## config.mk

```make
export PLATFORM = sky130hd
export DESIGN_NAME = pda_mask_loader
export DESIGN_NICKNAME = d
export VERILOG_FILES = /design/src/rtl/pda_pkg.sv /design/src/rtl/pda_pattern_gen.sv /design/src/rtl/pda_poll_timer.sv /design/src/rtl/pda_write_seq.sv /design/src/rtl/pda_mask_loader.sv
export SDC_FILE = /design/constraint.sdc
export NUM_CORES = 1
export LEC_CHECK = 0
export BUFFER_PORTS_ARGS = -buffer_cell sky130_fd_sc_hd__clkbuf_2
export CAP_MARGIN = 40
export CORE_ASPECT_RATIO = 0.75
export CORE_MARGIN = 10
export CORE_UTILIZATION = 46
export CTS_BUF_LIST = sky130_fd_sc_hd__clkbuf_4
export DETAILED_ROUTE_END_ITERATION = 16
export PLACE_DENSITY = 0.77
export SLEW_MARGIN = 20
export SYNTH_ARGS = -nofsm -noshare
export SYNTH_HDL_FRONTEND = slang
export SYNTH_HIERARCHICAL = 1
export SYNTH_SLANG_ARGS = --single-unit
```

## constraint.sdc

```tcl
create_clock -name clk -period 1.7 [get_ports clk]
set_input_delay 0.255 -clock clk [delete_from_list [all_inputs] [get_ports clk]]
set_output_delay 0.255 -clock clk [all_outputs]
set_load 0.02 [all_outputs]
```

## src/rtl/pda_pkg.sv

```systemverilog
package pda_pkg;

  typedef enum logic [2:0] {
    TGT_CTRL     = 3'd0,
    TGT_PAT_LO   = 3'd1,
    TGT_PAT_HI   = 3'd2,
    TGT_PAT_ADDR = 3'd3,
    TGT_BUF_OFFS = 3'd4,
    TGT_MODE3    = 3'd5,
    TGT_OPCMD    = 3'd6
  } wr_target_e;

  typedef enum logic [1:0] {
    RSP_OK       = 2'd0,
    RSP_TIMEOUT  = 2'd1,
    RSP_PG_FAIL  = 2'd2,
    RSP_INACTIVE = 2'd3
  } rsp_code_e;

  typedef enum logic [3:0] {
    ST_IDLE, ST_CTRL, ST_LO, ST_HI, ST_ADDR, ST_OFFS,
    ST_MR3, ST_OP, ST_WAIT_PG, ST_POLL, ST_RESP
  } seq_state_e;

endpackage

```

## src/rtl/pda_pattern_gen.sv

```systemverilog
module pda_pattern_gen #(
  parameter int LANES = 4
) (
  input  logic [LANES-1:0]   lane_mask,
  output logic [8*LANES-1:0] word
);
  for (genvar i = 0; i < LANES; i++) begin : g_lane
    assign word[8*i +: 8] = lane_mask[i] ? 8'h00 : 8'hFF;
  end
endmodule

```

## src/rtl/pda_poll_timer.sv

```systemverilog
module pda_poll_timer #(
  parameter int LIMIT = 64
) (
  input  logic clk,
  input  logic rst_n,
  input  logic clear,
  input  logic step,
  output logic expired
);
  localparam int CW = $clog2(LIMIT + 1);
  logic [CW-1:0] cnt;

  always_ff @(posedge clk or negedge rst_n) begin
    if (!rst_n)                cnt <= '0;
    else if (clear)            cnt <= '0;
    else if (step && !expired) cnt <= cnt + 1'b1;
  end

  assign expired = (cnt == CW'(LIMIT - 1));
endmodule

```

## src/rtl/pda_write_seq.sv

```systemverilog
module pda_write_seq
  import pda_pkg::*;
#(
  parameter int DATA_W = 32,
  parameter int EW     = 2
) (
  input  seq_state_e        state,
  input  logic [EW-1:0]     entry,
  input  logic              cs,
  input  logic              enable,
  input  logic [DATA_W-1:0] pattern,
  output logic [2:0]        target,
  output logic [DATA_W-1:0] data,
  output logic [DATA_W-1:0] mask
);
  always_comb begin
    target = TGT_CTRL;
    data   = '0;
    mask   = '1;
    unique case (state)
      ST_CTRL: begin
        target       = TGT_CTRL;
        data[27:26]  = {1'b0, cs};
        data[25]     = 1'b1;
        data[16:11]  = 6'd3;
        data[10:5]   = 6'd3;
        data[0]      = 1'b1;
        mask         = '0;
        mask[27:25]  = 3'b111;
        mask[16:5]   = 12'hFFF;
        mask[0]      = 1'b1;
      end
      ST_LO:   begin target = TGT_PAT_LO; data = pattern; end
      ST_HI:   begin target = TGT_PAT_HI; data = pattern; end
      ST_ADDR: begin target = TGT_PAT_ADDR; data = {{(DATA_W-EW){1'b0}}, entry}; end
      ST_OFFS: begin target = TGT_BUF_OFFS; end
      ST_MR3: begin
        target  = TGT_MODE3;
        data[4] = enable;
        mask    = '0;
        mask[4] = 1'b1;
      end
      ST_OP: begin
        target     = TGT_OPCMD;
        data[11:8] = cs ? 4'hD : 4'hE;
        data[4:0]  = 5'h09;
        mask       = '0;
        mask[11:8] = 4'hF;
        mask[4:0]  = 5'h1F;
      end
      default: ;
    endcase
  end
endmodule

```

## src/rtl/pda_mask_loader.sv

```systemverilog
module pda_mask_loader
  import pda_pkg::*;
#(
  parameter int DATA_W      = 32,
  parameter int NUM_ENTRIES = 4,
  parameter int POLL_LIMIT  = 64,
  parameter int OP_W        = 5
) (
  input  logic              clk,
  input  logic              rst_n,
  input  logic              req_valid,
  output logic              req_ready,
  input  logic              req_enable,
  input  logic              req_cs,
  input  logic [DATA_W/8-1:0] req_lane_mask,
  output logic              wr_valid,
  input  logic              wr_ready,
  output logic [2:0]        wr_target,
  output logic [DATA_W-1:0] wr_data,
  output logic [DATA_W-1:0] wr_mask,
  input  logic [OP_W-1:0]   op_field,
  input  logic              pg_done,
  output logic              rsp_valid,
  output logic [1:0]        rsp_code,
  output logic              pda_active
);
  localparam int LANES = DATA_W / 8;
  localparam int EW    = (NUM_ENTRIES > 1) ? $clog2(NUM_ENTRIES) : 1;

  seq_state_e       state;
  logic [EW-1:0]    entry;
  logic             en_q, cs_q;
  logic [LANES-1:0] mask_q;
  logic [DATA_W-1:0] pattern;
  logic             hs, waiting, tmr_clear, tmr_step, expired;

  assign req_ready = (state == ST_IDLE);
  assign wr_valid  = (state inside {ST_CTRL, ST_LO, ST_HI, ST_ADDR, ST_OFFS, ST_MR3, ST_OP});
  assign hs        = wr_valid && wr_ready;
  assign rsp_valid = (state == ST_RESP);

  pda_pattern_gen #(.LANES(LANES)) u_pat (.lane_mask(mask_q), .word(pattern));

  pda_write_seq #(.DATA_W(DATA_W), .EW(EW)) u_seq (
    .state(state), .entry(entry), .cs(cs_q), .enable(en_q), .pattern(pattern),
    .target(wr_target), .data(wr_data), .mask(wr_mask)
  );

  assign waiting   = (state == ST_WAIT_PG) || (state == ST_POLL);
  assign tmr_clear = !waiting || ((state == ST_WAIT_PG) && pg_done);
  assign tmr_step  = waiting;

  pda_poll_timer #(.LIMIT(POLL_LIMIT)) u_tmr (
    .clk(clk), .rst_n(rst_n), .clear(tmr_clear), .step(tmr_step), .expired(expired)
  );

  always_ff @(posedge clk or negedge rst_n) begin
    if (!rst_n) begin
      state      <= ST_IDLE;
      entry      <= '0;
      en_q       <= 1'b0;
      cs_q       <= 1'b0;
      mask_q     <= '0;
      rsp_code   <= RSP_OK;
      pda_active <= 1'b0;
    end else begin
      unique case (state)
        ST_IDLE: if (req_valid) begin
          en_q   <= req_enable;
          cs_q   <= req_cs;
          mask_q <= req_lane_mask;
          entry  <= '0;
          if (req_enable)       state <= ST_CTRL;
          else if (pda_active)  state <= ST_MR3;
          else begin
            rsp_code <= RSP_INACTIVE;
            state    <= ST_RESP;
          end
        end
        ST_CTRL: if (hs) state <= ST_LO;
        ST_LO:   if (hs) state <= ST_HI;
        ST_HI:   if (hs) state <= ST_ADDR;
        ST_ADDR: if (hs) begin
          if (entry == EW'(NUM_ENTRIES - 1)) state <= ST_OFFS;
          else begin
            entry <= entry + 1'b1;
            state <= ST_LO;
          end
        end
        ST_OFFS: if (hs) state <= ST_MR3;
        ST_MR3:  if (hs) state <= ST_OP;
        ST_OP:   if (hs) state <= en_q ? ST_POLL : ST_WAIT_PG;
        ST_WAIT_PG: begin
          if (pg_done) state <= ST_POLL;
          else if (expired) begin
            rsp_code   <= RSP_PG_FAIL;
            pda_active <= 1'b0;
            state      <= ST_RESP;
          end
        end
        ST_POLL: begin
          if (op_field == '0) begin
            rsp_code   <= RSP_OK;
            pda_active <= en_q;
            state      <= ST_RESP;
          end else if (expired) begin
            rsp_code <= RSP_TIMEOUT;
            if (!en_q) pda_active <= 1'b0;
            state    <= ST_RESP;
          end
        end
        ST_RESP: state <= ST_IDLE;
        default: state <= ST_IDLE;
      endcase
    end
  end

  // write held stable under back-pressure
  a_r7_hold_write: assert property (@(posedge clk) disable iff (!rst_n)
    (wr_valid && !wr_ready) |=> (wr_valid && $stable(wr_target) && $stable(wr_data) && $stable(wr_mask)));

  // refused disable produces no write on the next cycle
  a_r10_no_write_inactive: assert property (@(posedge clk) disable iff (!rst_n)
    (req_valid && req_ready && !req_enable && !pda_active) |=> (!wr_valid && rsp_valid && rsp_code == RSP_INACTIVE));

  // no new request while a response is pending, and the pulse lasts one cycle
  a_r2_busy_during_rsp: assert property (@(posedge clk) disable iff (!rst_n)
    rsp_valid |-> (!req_ready ##1 !rsp_valid));

  // a full lane mask loads an all-zero pattern
  a_r3_full_mask_zero: assert property (@(posedge clk) disable iff (!rst_n)
    (wr_valid && (wr_target == TGT_PAT_LO || wr_target == TGT_PAT_HI) && mask_q == '1) |-> (wr_data == '0));

  // active only rises with a successful response
  a_r11_active_rise: assert property (@(posedge clk) disable iff (!rst_n)
    $rose(pda_active) |-> (rsp_valid && rsp_code == RSP_OK));

  // disable never touches the pattern buffer
  a_r8_disable_no_pattern: assert property (@(posedge clk) disable iff (!rst_n)
    (wr_valid && !en_q) |-> (wr_target == TGT_MODE3 || wr_target == TGT_OPCMD));
endmodule

```

**Word level (Yosys, flattened, before mapping)**

Index checks and enable logic that the tools add are counted.

- Register bits: 22
- Latch bits: 0
- Bits in writable memories: 0
- Memory bits (read-only): 0
- Input port bits: 16
- Output and inout bits: 73
- Word-level logic and storage cells: 110
- Memories: 0

- $add $sub $neg: 2
- Multipliers: 0
- Div/mod/pow operators: 0
- Magnitude comparators: 0
- Equal/unequal tests: 27
- Shifts and indexed selects: 0
- Multiplexer cells: 52
- Bitwise logic cells: 0
- Reductions and logical operators: 21

Operator list:

| operator | number |
|---|---|
| $pmux W32 S3 | 1 |
| $mux W4 | 14 |
| $mux W8 | 5 |
| $pmux W4 S10 | 1 |
| $ne A2 B2 Y1 const B | 12 |
| $mux W2 | 11 |
| $pmux W3 S6 | 1 |
| $eq A4 B3 Y1 const B | 4 |
| $mux W7 | 2 |
| $eq A4 B4 Y1 const B | 3 |
| $pmux W3 S2 | 2 |
| $pmux W4 S3 | 1 |
| $pmux W5 S2 | 1 |
| $pmux W3 S3 | 1 |
| $eq A4 B2 Y1 const B | 2 |
| $reduce_and A8 Y1 | 1 |
| $add A7 B1 Y7 const B | 1 |
| $eq A7 B6 Y1 const B | 1 |
| $reduce_and A7 Y1 | 1 |
| $reduce_bool A7 Y1 | 1 |
| $mux W1 | 6 |
| $pmux W2 S3 | 1 |
| $reduce_bool A2 Y1 | 3 |
| $logic_not A5 Y1 | 1 |
| other kinds (19) | 25 |

**Depth between registers and ports, before layout**

- Depth after elaboration: 5
- Gate-level depth with buffers: 8
- Gate-level depth less buffers: 8

**By module**

The synthesis kept the hierarchy.

By module, submodules not included:

| module | instances | cells an instance | area each (µm²) | sequential area each (µm²) |
|---|---|---|---|---|
| pda_mask_loader | 1 | 90 | 959.7 | 375.4 |
| pda_write_seq | 1 | 106 | 670.6 | 0.0 |
| pda_poll_timer | 1 | 38 | 409.1 | 175.2 |
| pda_pattern_gen | 1 | 32 | 225.2 | 0.0 |

**Worst setup path after synthesis**

Ideal clock, no wire load.

- Kind: reg-to-output
- From: reg state[0]
- To: out rsp_valid
- Data arrival time: 1.580 ns
- Required time: 1.445 ns
- Setup slack: -0.135 ns
- Stages on the path, launching flop included: 4
- Buffers on the path: 2
- Cells stage by stage: dfrtp_1 -> buf_4 -> buf_2 -> nor4b_1

- Word-level cells in the longest chain between the ends: 1

Ends and longest elaborated chain:

| element | RTL line | RTL |
|---|---|---|
| start: declaration | pda_mask_loader.sv:30 | `seq_state_e state;` |
| start signal: assignment | pda_mask_loader.sv:92 | `ST_OP: if (hs) state <= en_q ? ST_POLL : ST_WAIT_PG;` |
| $eq A4 B4 Y1 | pda_mask_loader.sv:40 | `assign rsp_valid = (state == ST_RESP);` |
| end: declaration | pda_mask_loader.sv:23 | `output logic rsp_valid,` |

No other way between the ends.

**Worst setup path after layout**

- From: reg state[1]
- To: out wr_data[0]

- Word-level cells in the longest chain between the ends: 3
- Elaborated cells on any way between the ends: 8
- Classes of those cells: eq/ne (5); mux (1); reduce/logical (2)

Ends and longest elaborated chain:

| element | RTL line | RTL |
|---|---|---|
| $eq A4 B1 Y1 (tied with other cells) | pda_write_seq.sv:20 | `unique case (state)` |
| $reduce_or A2 Y1 (no source line) | n/a |  |
| $pmux W1 S3 * | pda_write_seq.sv:20 |  |
| end: declaration | pda_mask_loader.sv:19 | `output logic [DATA_W-1:0] wr_data,` |

Every way passes the cells marked *; elsewhere a longest branch is shown, timed or not.

==> results.sh <==
export IMPL_ant_nets=0
export IMPL_total_power_mw=9.09
export IMPL_fin_crit_sh=1.17
export IMPL_min_path_cells=2
export IMPL_crit_arrival_ns=1.73
export IMPL_ir_drop_mv=1.70
export IMPL_syn_area_um2=2260
export IMPL_status="finished with violations"
export IMPL_worst_setup_path_start_kind="flop"
export IMPL_wirelength_um=9260
export IMPL_p_per_area_nw_per_um2=2400
export IMPL_power_internal_mw=4.79
export IMPL_wire_per_inst_um=22.5
export IMPL_synth_area_top_cells="dfrtp_1 24%, buf_4 19%, and2_1 5.8%"
export IMPL_rsz0062_at_grt="yes"
export IMPL_cts_max_path_buffers=2
export IMPL_power_clock_fraction=0.027
export IMPL_globalRouteOverflowTotal=0
export IMPL_netlist_cell_type_count=62
export IMPL_synth_area_leader_cell="dfrtp_1"
export IMPL_dp_cells=368
export IMPL_violations="setup timing"
export IMPL_worstPathMaxFanout=8
export IMPL_antenna_found_initial=0
export IMPL_dieArea_um2=8160
export IMPL_ys_ff_latch=22
export IMPL_synth_async_reset_ratio=1.00
export IMPL_path_delay_family="flip-flops"
export IMPL_p_seq_frac=0.100
export IMPL_grt_pass1_vias=2242
export IMPL_tightest_slew_ns=0.595
export IMPL_relSlewSlack=0.603
export IMPL_clock_root_buffer="clkbuf_4"
export IMPL_die_w_um=101
export IMPL_power_switching_mw=4.30
export IMPL_clkTransAtPathRegs_ns=0.11
export IMPL_cts_num_sinks=22
export IMPL_synthToLayoutAreaGrowth_pct=67.0
export IMPL_drc_errors=0
export IMPL_diodes=0
export IMPL_synth_common_cells="57 x buf_4, 22 x dfrtp_1, 21 x and2_1"
export IMPL_syn_avg_cell_area_um2=8.51
export IMPL_clk_latency_ns=0.32
export IMPL_rr_worst_depth=7
export IMPL_crit_cells=5
export IMPL_max_stage_delay_ns=0.50
export IMPL_grt_max_degree=23
export IMPL_numPortBuffers=88
export IMPL_htreeDepth=1
export IMPL_synth_top_area_frac=0.243
export IMPL_die_y_um=80.8
export IMPL_yosys_warnings=6
export IMPL_switching_share=0.473
export IMPL_drt_pass1_iter_count=4
export IMPL_crit_path_top_delay_cell="dfrtp_2"
export IMPL_finalHoldViolCount=0
export IMPL_hp_class="input pin to flop"
export IMPL_nets=371
export IMPL_core_area_um2=4820
export IMPL_initial_utilization=0.470
export IMPL_setup_slack_ns=-0.281
export IMPL_via_count=2359
export IMPL_ys_flop_type="dfrtp_1"
export IMPL_via_per_inst=5.74
export IMPL_place_congestion=0.873
export IMPL_grt_pass1_wl_um=11600
export IMPL_crit_chain="buf_6 -> nor3b_2 -> a22oi_1 -> a21oi_1 -> buf_4"
export IMPL_yosysMostFrequentCell="buf_4"
export IMPL_worstSetupPathType="flop to primary output"
export IMPL_row_count=22
export IMPL_cts_tree="done"
export IMPL_max_cap_viol_count=0
export IMPL_max_freq_ghz=0.505
export IMPL_synth_seq_area_share=0.243
export IMPL_finalClockSkew_ns=0.0112
export IMPL_cts_buffers=3
export IMPL_p_comb_frac=0.873
export IMPL_syn_nets=284
export IMPL_p_leak_nw=1.72
export IMPL_drt_iter0_drc=232
export IMPL_hpwlAfterDp_um=4550
export IMPL_grt_use_total=0.171
export IMPL_synth_edf_count=0
export IMPL_critPathBufInv=2
export IMPL_slew_viol_final=0
export IMPL_finalCriticalPeriod_ns=1.98
export IMPL_stdcell_count=411
export IMPL_end_kind="primary output"
export IMPL_fillCellCount=287
export IMPL_io_pins=89
export IMPL_syn_inst=266
export IMPL_worstPathRequired_ns=1.44
export IMPL_drive_above_1_share=0.698
export IMPL_finalSetupViolCount=75
export IMPL_fin_setup_tns_ns=-10.57
[per-layer routing]
metal / share of wire / vias to the layer above / global-route usage
li1: - / 1033 / -
met3: 0.078 / 37 / 0.0433
met5: 0 / - / 0
met4: 0.049 / 0 / 0.0333
met1: 0.37 / 1144 / 0.209
met2: 0.51 / 145 / 0.301
[cells by family after synthesis]
logic type,synth area share
AOI/OAI and AO/OA,0.154
xor gates and xnor gates,0.00387
muxes,0.0696
buffers and inverters,0.234
DFF,0.243
and+or+nand+nor,0.285
adders and majority gates,0.0110
[power by group through the flow]
stage / sequential, mW / clock, mW / combinational, mW
4_1_cts: 0.864 / 0.252 / 5.97
6_report: 0.912 / 0.245 / 7.93
3_3_place_gp: 0.882 / 0 / 4.30
5_1_grt: 0.932 / 0.282 / 8.27
2_1_floorplan: 0.881 / 0 / 3.74
3_5_place_dp: 0.890 / 0 / 4.37
[worst paths after layout]
kind	from	end	slack, ns
max in group asynchronous	rst_n	state[0]	0.81
max	state[1]	wr_data[0]	-0.28
min in group asynchronous	rst_n	u_tmr/cnt[2]	0.45
min	req_lane_mask[2]	mask_q[2]	0.17
max reg2reg	state[2]	u_tmr/cnt[5]	-0.18
min reg2reg	mask_q[3]	mask_q[3]	0.53
[sequential cells by signal, summed over array words and instances, names as in the netlist]
name,flops
u_tmr/cnt,7
state,4
rsp_code,2
en_q,1
pda_active,1
mask_q,4
cs_q,1
entry,2
[cell type report]
class	instances	area [µm²]	share of cell area
tap	60	75.1	0.0198
timing repair buffer	145	1510	0.398
inverter	9	45.0	0.0119
clock buffer	3	22.5	0.00595
sequential	22	556	0.147
multi-input combinational	172	1580	0.417
[worst reg2reg max path, cell delays in order (launching register included)]
cell and delay (ns):
dfrtp_2 0.47, buf_6 0.14, nor2_1 0.22, nand2_1 0.16
inv_2 0.12, and4_1 0.22, o311ai_1 0.12, mux2_1 0.33
[per-stage QoR]
| step | util | hold WS (ns) | instance area (µm²) | setup WS, ns |
|---|---|---|---|---|
| 6_report | 0.785 | 0.172 | 3780 | -0.281 |
| 2_1_floorplan | - | -0.0406 | 2280 | 0.00417 |
| 3_3_place_gp | 0.516 | 0.269 | 2490 | 0.0357 |
| 3_5_place_dp | 0.516 | 0.274 | 2490 | -0.0518 |
| 4_1_cts | 0.667 | 0.148 | 3210 | -0.176 |
| 5_1_grt | 0.785 | 0.146 | 3780 | -0.361 |
[repair_timing]
action	4_1_cts	5_1_grt
resized for setup	129	164
buffers inserted	18	15
gates cloned	5	3
setup endpoints to repair	72	83
pin swaps	18	10
endpoints found under the hold margin	22	0
hold buffers	1	0
[layout by cell type (no fill, tap or decap), types with 4 or more instances in the layout]
cell type	synthesis	final
buf_4	57	52
nor2_1	15	13
nand2_1	15	12
clkbuf_8	0	11
inv_1	8	5
a21oi_1	18	7
mux2_4	7	7
dfrtp_2	0	4
nand3b_1	4	4
clkbuf_2	0	18
a21oi_2	0	8
nand2b_1	15	7
clkbuf_4	0	4
dfrtp_1	22	18
nand2b_4	1	11
buf_8	0	28
buf_6	3	29
and2_4	0	18
(Power assumes the default switching activity.)
